$ cat src/rtl/accel_fmt_pkg.sv
package accel_fmt_pkg;

   typedef enum logic [1:0] {
      SEL_DATA = 2'd0,
      SEL_OVR  = 2'd1,
      SEL_OVF  = 2'd2
   } fmt_sel_e;

   // Largest positive value of a w-bit two's-complement word
   function automatic int top_code(input int w);
      return (2 ** (w - 1)) - 1;
   endfunction

   // Overflow wins over overrange
   function automatic fmt_sel_e pick_sel(input logic ovf, input logic ovr);
      if (ovf)      return SEL_OVF;
      else if (ovr) return SEL_OVR;
      else          return SEL_DATA;
   endfunction

endpackage

$ cat src/rtl/accel_fmt_sync.sv
module accel_fmt_sync #(
   parameter int STAGES = 2
) (
   input  logic clk,
   input  logic rst_n,
   input  logic din,
   output logic dout
);
   if (STAGES < 2) begin : g_bad_stages
      $error("accel_fmt_sync: STAGES must be at least 2");
   end

   logic [STAGES-1:0] chain;

   always_ff @(posedge clk or negedge rst_n) begin
      if (!rst_n) chain <= '0;
      else        chain <= {chain[STAGES-2:0], din};
   end

   assign dout = chain[STAGES-1];

   // synchronizer output is low straight after reset release
   p_sync_reset_r10: assert property (@(posedge clk) $rose(rst_n) |-> !dout)
      else $error("p_sync_reset_r10");
endmodule

$ cat src/rtl/accel_fmt_map.sv
module accel_fmt_map
   import accel_fmt_pkg::*;
#(
   parameter int IN_W  = 16,
   parameter int OUT_W = 10
) (
   input  logic signed [IN_W-1:0]  in_data,
   input  logic                    ovf,
   input  logic                    ovr,
   output logic        [OUT_W-1:0] code
);
   localparam int TOP     = top_code(OUT_W);
   localparam int DATA_HI = TOP - 3;
   localparam int DATA_LO = -TOP + 2;

   localparam logic [OUT_W-1:0] C_OVF_P = OUT_W'(TOP - 1);
   localparam logic [OUT_W-1:0] C_OVR_P = OUT_W'(TOP - 2);
   localparam logic [OUT_W-1:0] C_HI    = OUT_W'(DATA_HI);
   localparam logic [OUT_W-1:0] C_LO    = OUT_W'(DATA_LO);
   localparam logic [OUT_W-1:0] C_OVR_N = OUT_W'(-TOP + 1);
   localparam logic [OUT_W-1:0] C_OVF_N = OUT_W'(-TOP);

   localparam logic signed [IN_W-1:0] LIM_HI = IN_W'(DATA_HI);
   localparam logic signed [IN_W-1:0] LIM_LO = IN_W'(DATA_LO);

   if (OUT_W < 4) begin : g_bad_out
      $error("accel_fmt_map: OUT_W must be at least 4");
   end
   if (IN_W < OUT_W) begin : g_bad_in
      $error("accel_fmt_map: IN_W must not be narrower than OUT_W");
   end

   logic     neg;
   fmt_sel_e sel;

   always_comb begin
      neg = in_data[IN_W-1];
      sel = pick_sel(ovf, ovr);
      unique case (sel)
         SEL_OVF: code = neg ? C_OVF_N : C_OVF_P;
         SEL_OVR: code = neg ? C_OVR_N : C_OVR_P;
         default: begin
            if (in_data > LIM_HI)      code = C_HI;
            else if (in_data < LIM_LO) code = C_LO;
            else                       code = in_data[OUT_W-1:0];
         end
      endcase
   end

   // the map never emits either reserved code
   always_comb begin
      p_map_no_reserved_r2: assert (code !== OUT_W'(TOP) && code !== OUT_W'(-TOP - 1) || $isunknown(code));
   end
endmodule

$ cat src/rtl/accel_fmt_hold_reg.sv
module accel_fmt_hold_reg #(
   parameter int W = 10
) (
   input  logic         clk,
   input  logic         rst_n,
   input  logic         load,
   input  logic         hold,
   input  logic [W-1:0] d,
   output logic [W-1:0] q
);
   localparam logic [W-1:0] RES_P = {1'b0, {(W-1){1'b1}}};
   localparam logic [W-1:0] RES_N = {1'b1, {(W-1){1'b0}}};

   always_ff @(posedge clk or negedge rst_n) begin
      if (!rst_n)             q <= '0;
      else if (load && !hold) q <= d;
   end

   // a cycle under hold leaves the register untouched
   p_hold_freeze_r8: assert property (@(posedge clk) disable iff (!rst_n)
      $past(hold) |-> $stable(q)) else $error("p_hold_freeze_r8");

   // no strobe, no change
   p_idle_keep_r7: assert property (@(posedge clk) disable iff (!rst_n)
      !$past(load) |-> $stable(q)) else $error("p_idle_keep_r7");

   // reserved codes never reach the register
   p_no_reserved_r2: assert property (@(posedge clk) disable iff (!rst_n)
      (q != RES_P) && (q != RES_N)) else $error("p_no_reserved_r2");
endmodule

$ cat src/rtl/accel_fmt_top.sv
module accel_fmt_top
   import accel_fmt_pkg::*;
#(
   parameter int IN_W        = 16,
   parameter int OUT_W       = 10,
   parameter int SYNC_STAGES = 2
) (
   input  logic                    clk,
   input  logic                    rst_n,
   input  logic                    in_valid,
   input  logic signed [IN_W-1:0]  in_data,
   input  logic                    ovf_flag,
   input  logic                    ovr_flag,
   input  logic                    hold_in,
   output logic        [OUT_W-1:0] out_word
);
   localparam int TOP = top_code(OUT_W);
   localparam logic signed [IN_W-1:0] LIM_HI = IN_W'(TOP - 3);
   localparam logic signed [IN_W-1:0] LIM_LO = IN_W'(-TOP + 2);

   logic             hold_sync;
   logic [OUT_W-1:0] mapped;

   accel_fmt_sync #(.STAGES(SYNC_STAGES)) i_sync (
      .clk  (clk),
      .rst_n(rst_n),
      .din  (hold_in),
      .dout (hold_sync)
   );

   accel_fmt_map #(.IN_W(IN_W), .OUT_W(OUT_W)) i_map (
      .in_data(in_data),
      .ovf    (ovf_flag),
      .ovr    (ovr_flag),
      .code   (mapped)
   );

   accel_fmt_hold_reg #(.W(OUT_W)) i_reg (
      .clk  (clk),
      .rst_n(rst_n),
      .load (in_valid),
      .hold (hold_sync),
      .d    (mapped),
      .q    (out_word)
   );

   logic take;
   assign take = in_valid && !hold_sync;

   // in-range data passes through unchanged
   p_pass_r1: assert property (@(posedge clk) disable iff (!rst_n)
      take && !ovf_flag && !ovr_flag && (in_data <= LIM_HI) && (in_data >= LIM_LO)
      |=> out_word == $past(in_data[OUT_W-1:0])) else $error("p_pass_r1");

   // overflow code, chosen ahead of overrange
   p_ovf_first_r5: assert property (@(posedge clk) disable iff (!rst_n)
      take && ovf_flag |=> out_word == ($past(in_data[IN_W-1]) ? OUT_W'(-TOP) : OUT_W'(TOP - 1)))
      else $error("p_ovf_first_r5");

   // overrange code by sign
   p_ovr_r4: assert property (@(posedge clk) disable iff (!rst_n)
      take && !ovf_flag && ovr_flag |=> out_word == ($past(in_data[IN_W-1]) ? OUT_W'(-TOP + 1) : OUT_W'(TOP - 2)))
      else $error("p_ovr_r4");

   // unflagged data past the usable span is clipped
   p_clamp_r6: assert property (@(posedge clk) disable iff (!rst_n)
      take && !ovf_flag && !ovr_flag && (in_data > LIM_HI) |=> out_word == OUT_W'(TOP - 3))
      else $error("p_clamp_r6");
endmodule

$ cat config.mk
export PLATFORM = sky130hd
export DESIGN_NAME = accel_fmt_top
export DESIGN_NICKNAME = d
export VERILOG_FILES = /design/src/rtl/accel_fmt_pkg.sv /design/src/rtl/accel_fmt_sync.sv /design/src/rtl/accel_fmt_map.sv /design/src/rtl/accel_fmt_hold_reg.sv /design/src/rtl/accel_fmt_top.sv
export SDC_FILE = /design/constraint.sdc
export NUM_CORES = 1
export LEC_CHECK = 0
export BUFFER_PORTS_ARGS = -buffer_cell sky130_fd_sc_hd__buf_2
export CAP_MARGIN = 20
export CORE_MARGIN = 5
export CORE_UTILIZATION = 40
export CTS_CLUSTER_DIAMETER = 30
export DETAILED_ROUTE_END_ITERATION = 16
export PLACE_DENSITY = 0.81
export SLEW_MARGIN = 20
export SYNTH_ARGS = -nofsm -noshare
export SYNTH_HDL_FRONTEND = slang
export SYNTH_SLANG_ARGS = --single-unit
$ cat constraint.sdc
create_clock -name clk -period 1.38 [get_ports clk]
set_input_delay 0.414 -clock clk [delete_from_list [all_inputs] [get_ports clk]]
set_output_delay 0.414 -clock clk [all_outputs]
set_load 0.02 [all_outputs]
==> results by group <==
Run status
  – Status: finished with violations
  – Failing checks: negative hold slack

Logic synthesis
  – Cell Area, Synth: 688 sq um
  – Syn Area/Cell: 8.94 sq um
  – Synthesized net count: 99
  – Synthesized flop and latch total: 12
  – Gate Count Post-Synth: a little under 80
  – Sequential fraction of the synthesis area: 0.436
  – YS warnings: 0
  – Cell variety after synth: 26

Placement
  – DP HPWL: 1630 um
  – Placed Area: 972 sq um
  – GPL Wtd Cong: 0.822
  – I/O Buffers: 31
  – Pre-CTS setup slack: -301 ps

Timing
  – Tightest Pin Transition: around 380 ps
  – Final slew viol count: 0
  – Hold Fails Final Rpt: 9
  – Setup TNS Final: 0 ps
  – FMAX: roughly 750 MHz
  – RSZ-0062 raised after global routing: true
  – Relative slew margins: 0.743
  – Min setup slack post-route: 39.9 ps
  – Final Critical Period: 1340 ps
  – Final cycle utilization of the critical path: 0.971
  – Endpoints failing setup: 0
  – Layout Skew: 3.45 ps
  – WHS: -6.78 ps

Die
  – Die ar.: 2650 sq um
  – # rows: 15
  – Die width: approximately 51 um
  – Die height: 51.5 um
  – Core Region: approximately 1700 sq um
  – Initial Util: 0.407
  – IO Pins: 32

Final layout
  – Layout cell share with drive strength beyond 1: 0.519
  – Nets: 152
  – Diode count: 0
  – Most frequent cells in the layout: 29 x buf_2, 19 x buf_4, 15 x nor2_1, 12 x dfrtp_1, 8 x nand4_1
  – Most common cell after layout, fill and taps aside: buf_2
  – Register area: 300 sq um
  – Footprint of the multi-input gates: 423 sq um
  – Area growth from synthesis to final layout: 58.5%
  – # fillers: 143
  – Post-route cell area: 1090 sq um

Setup path
  – R2r setup slk: 180 ps
  – Reg2reg path depth: 5
  – WS Path Type: input port to flip-flop
  – CP Launch Type: input port
  – Worst Path Required: 1550 ps
  – CP Capture Type: flip-flop
  – Worst-path fanout max: 6
  – Crit path arrival time: ~1500 ps

Clock tree
  – CTS tree: built
  – Root Buffer: clkbuf_4
  – Total CTS buffers: 3
  – Clk slew on worst S/H paths: approximately 80 ps
  – Clock tree sinks: 12
  – Clock Latency Late Sink: around 280 ps
  – Hold_buf cts: 0
  – H-tree Lvls: 1
  – CTS max path bufs: 2

Detailed routing
  – Initial DRC count: 7
  – Vias/cell: 5.60
  – Detailed-route via count: slightly above 800
  – DRT Pass-1 Iters: 4
  – DRC viols: 0
  – Final ANT Viol Nets: 0
  – WL/cell: 15.0 um
  – Detailed Route WL: 2190 um

GRT
  – Busiest layer in global routing: met2
  – Tot GR Track Use: 0.173
  – Initial antenna violation count: 0
  – GRT met1 Usage: 0.193
  – Vias in the first global route: 771
  – Wire length of the first global-routing pass: 3420 um
  – Grt total ovfl: 0
  – Met2 Usage GRT: 0.311
  – Met3 Use GR: 0.0233
  – Largest net degree at the start of global routing: 13

Power and ir drop
  – Leakage power: 0.509 nW
  – Cell Pwr Density: 936 nW/um^2
  – Peak supply drop: 0.684 mV

Flow run
  – Maxcap violations: 0

Hold path
  – Tightest Hold Check Type: input port to async pin
[worst paths after layout]
check,from,to
worst max-delay path,in_data[8],i_reg.q[7]
worst min-delay path,rst_n,i_reg.q[1]
worst max register to register,i_sync.chain[1],i_reg.q[1]
worst min register to register,i_sync.chain[0],i_sync.chain[1]
max in group asynchronous,rst_n,i_reg.q[8]
min in group clk,hold_in,i_sync.chain[0]
[power breakdown]
part | internal [mW] | switching, mW | total, mW
clock | 0.161 | 0.122 | 0.283
sequential | 0.395 | 0.0206 | 0.416
combinational | 0.141 | 0.182 | 0.323
total | 0.697 | 0.325 | 1.02
[per-stage QoR]
step                      std cells  utilization  power (mW)
after detailed placement        139        0.576       0.712
after floorplan                  77            -       0.566
after CTS                       144        0.601       0.994
final                           146        0.646        1.02
after global placement          139        0.576       0.704
after global routing            146        0.646        1.08
[cell type report]
| class | instances | area share |
|---|---|---|
| clock buffer | 4 | 0.0333 |
| sequential | 12 | 0.275 |
| multi-input combinational | 63 | 0.388 |
| tap | 17 | 0.0195 |
| timing repair buffer | 50 | 0.284 |
[layer usage]
| layer | up-vias | routed length [um] |
|---|---|---|
| li1 | 393 | - |
| met1 | 393 | 849 |
| met2 | 27 | 1180 |
| met3 | 5 | 120 |
| met4 | 0 | 46 |
| met5 | - | 0 |
[synth_stat cells]
master	n	area, sq um
nor4_1	1	6.26
dfrtp_1	12	300
o21bai_1	1	7.51
a21o_1	1	7.51
o41ai_1	1	8.76
buf_4	1	7.51
or4_1	1	7.51
nand2_1	7	26.3
mux2i_1	1	10.0
a41o_1	2	20.0
nand4b_1	1	8.76
a21oi_1	8	40.0
nand3_1	3	15.0
nand4_2	1	12.5
o21a_2	1	8.76
nand2b_1	1	6.26
or2b_1	1	7.51
nor2_1	15	56.3
nor3_1	2	10.0
o21ai_1	2	10.0
nor4_4	1	21.3
nor4b_1	1	8.76
nor2b_4	1	13.8
nand4_1	8	50.1
a31oi_1	2	12.5
buf_2	1	5.00
[cells by family (layout without fill, tap and decap cells)]
family,count (synthesis),in the layout,share of synthesized area
buffers and inverters,2,54,0.0182
DFF,12,12,0.436
muxes,1,1,0.0145
AOI/OAI and AO/OA,18,18,0.167
and+or+nand+nor,44,44,0.364
[state kept, by name, indices dropped and copies added, names as in the netlist]
name,cells
i_reg.q,10
i_sync.chain,2
[worst max-delay path: stages]
cell and delay [ps]:
buf_2 120, nor4_1 390, nand3_1 300, nand4_1 210
a21oi_2 70
[repair_timing]
item	4_1_cts	5_1_grt
buffers inserted	1	3
endpoints found under the setup margin	1	8
gates resized for setup	0	14
pin swaps	2	8
No activity file was read; power rests on OpenSTA's default activity.
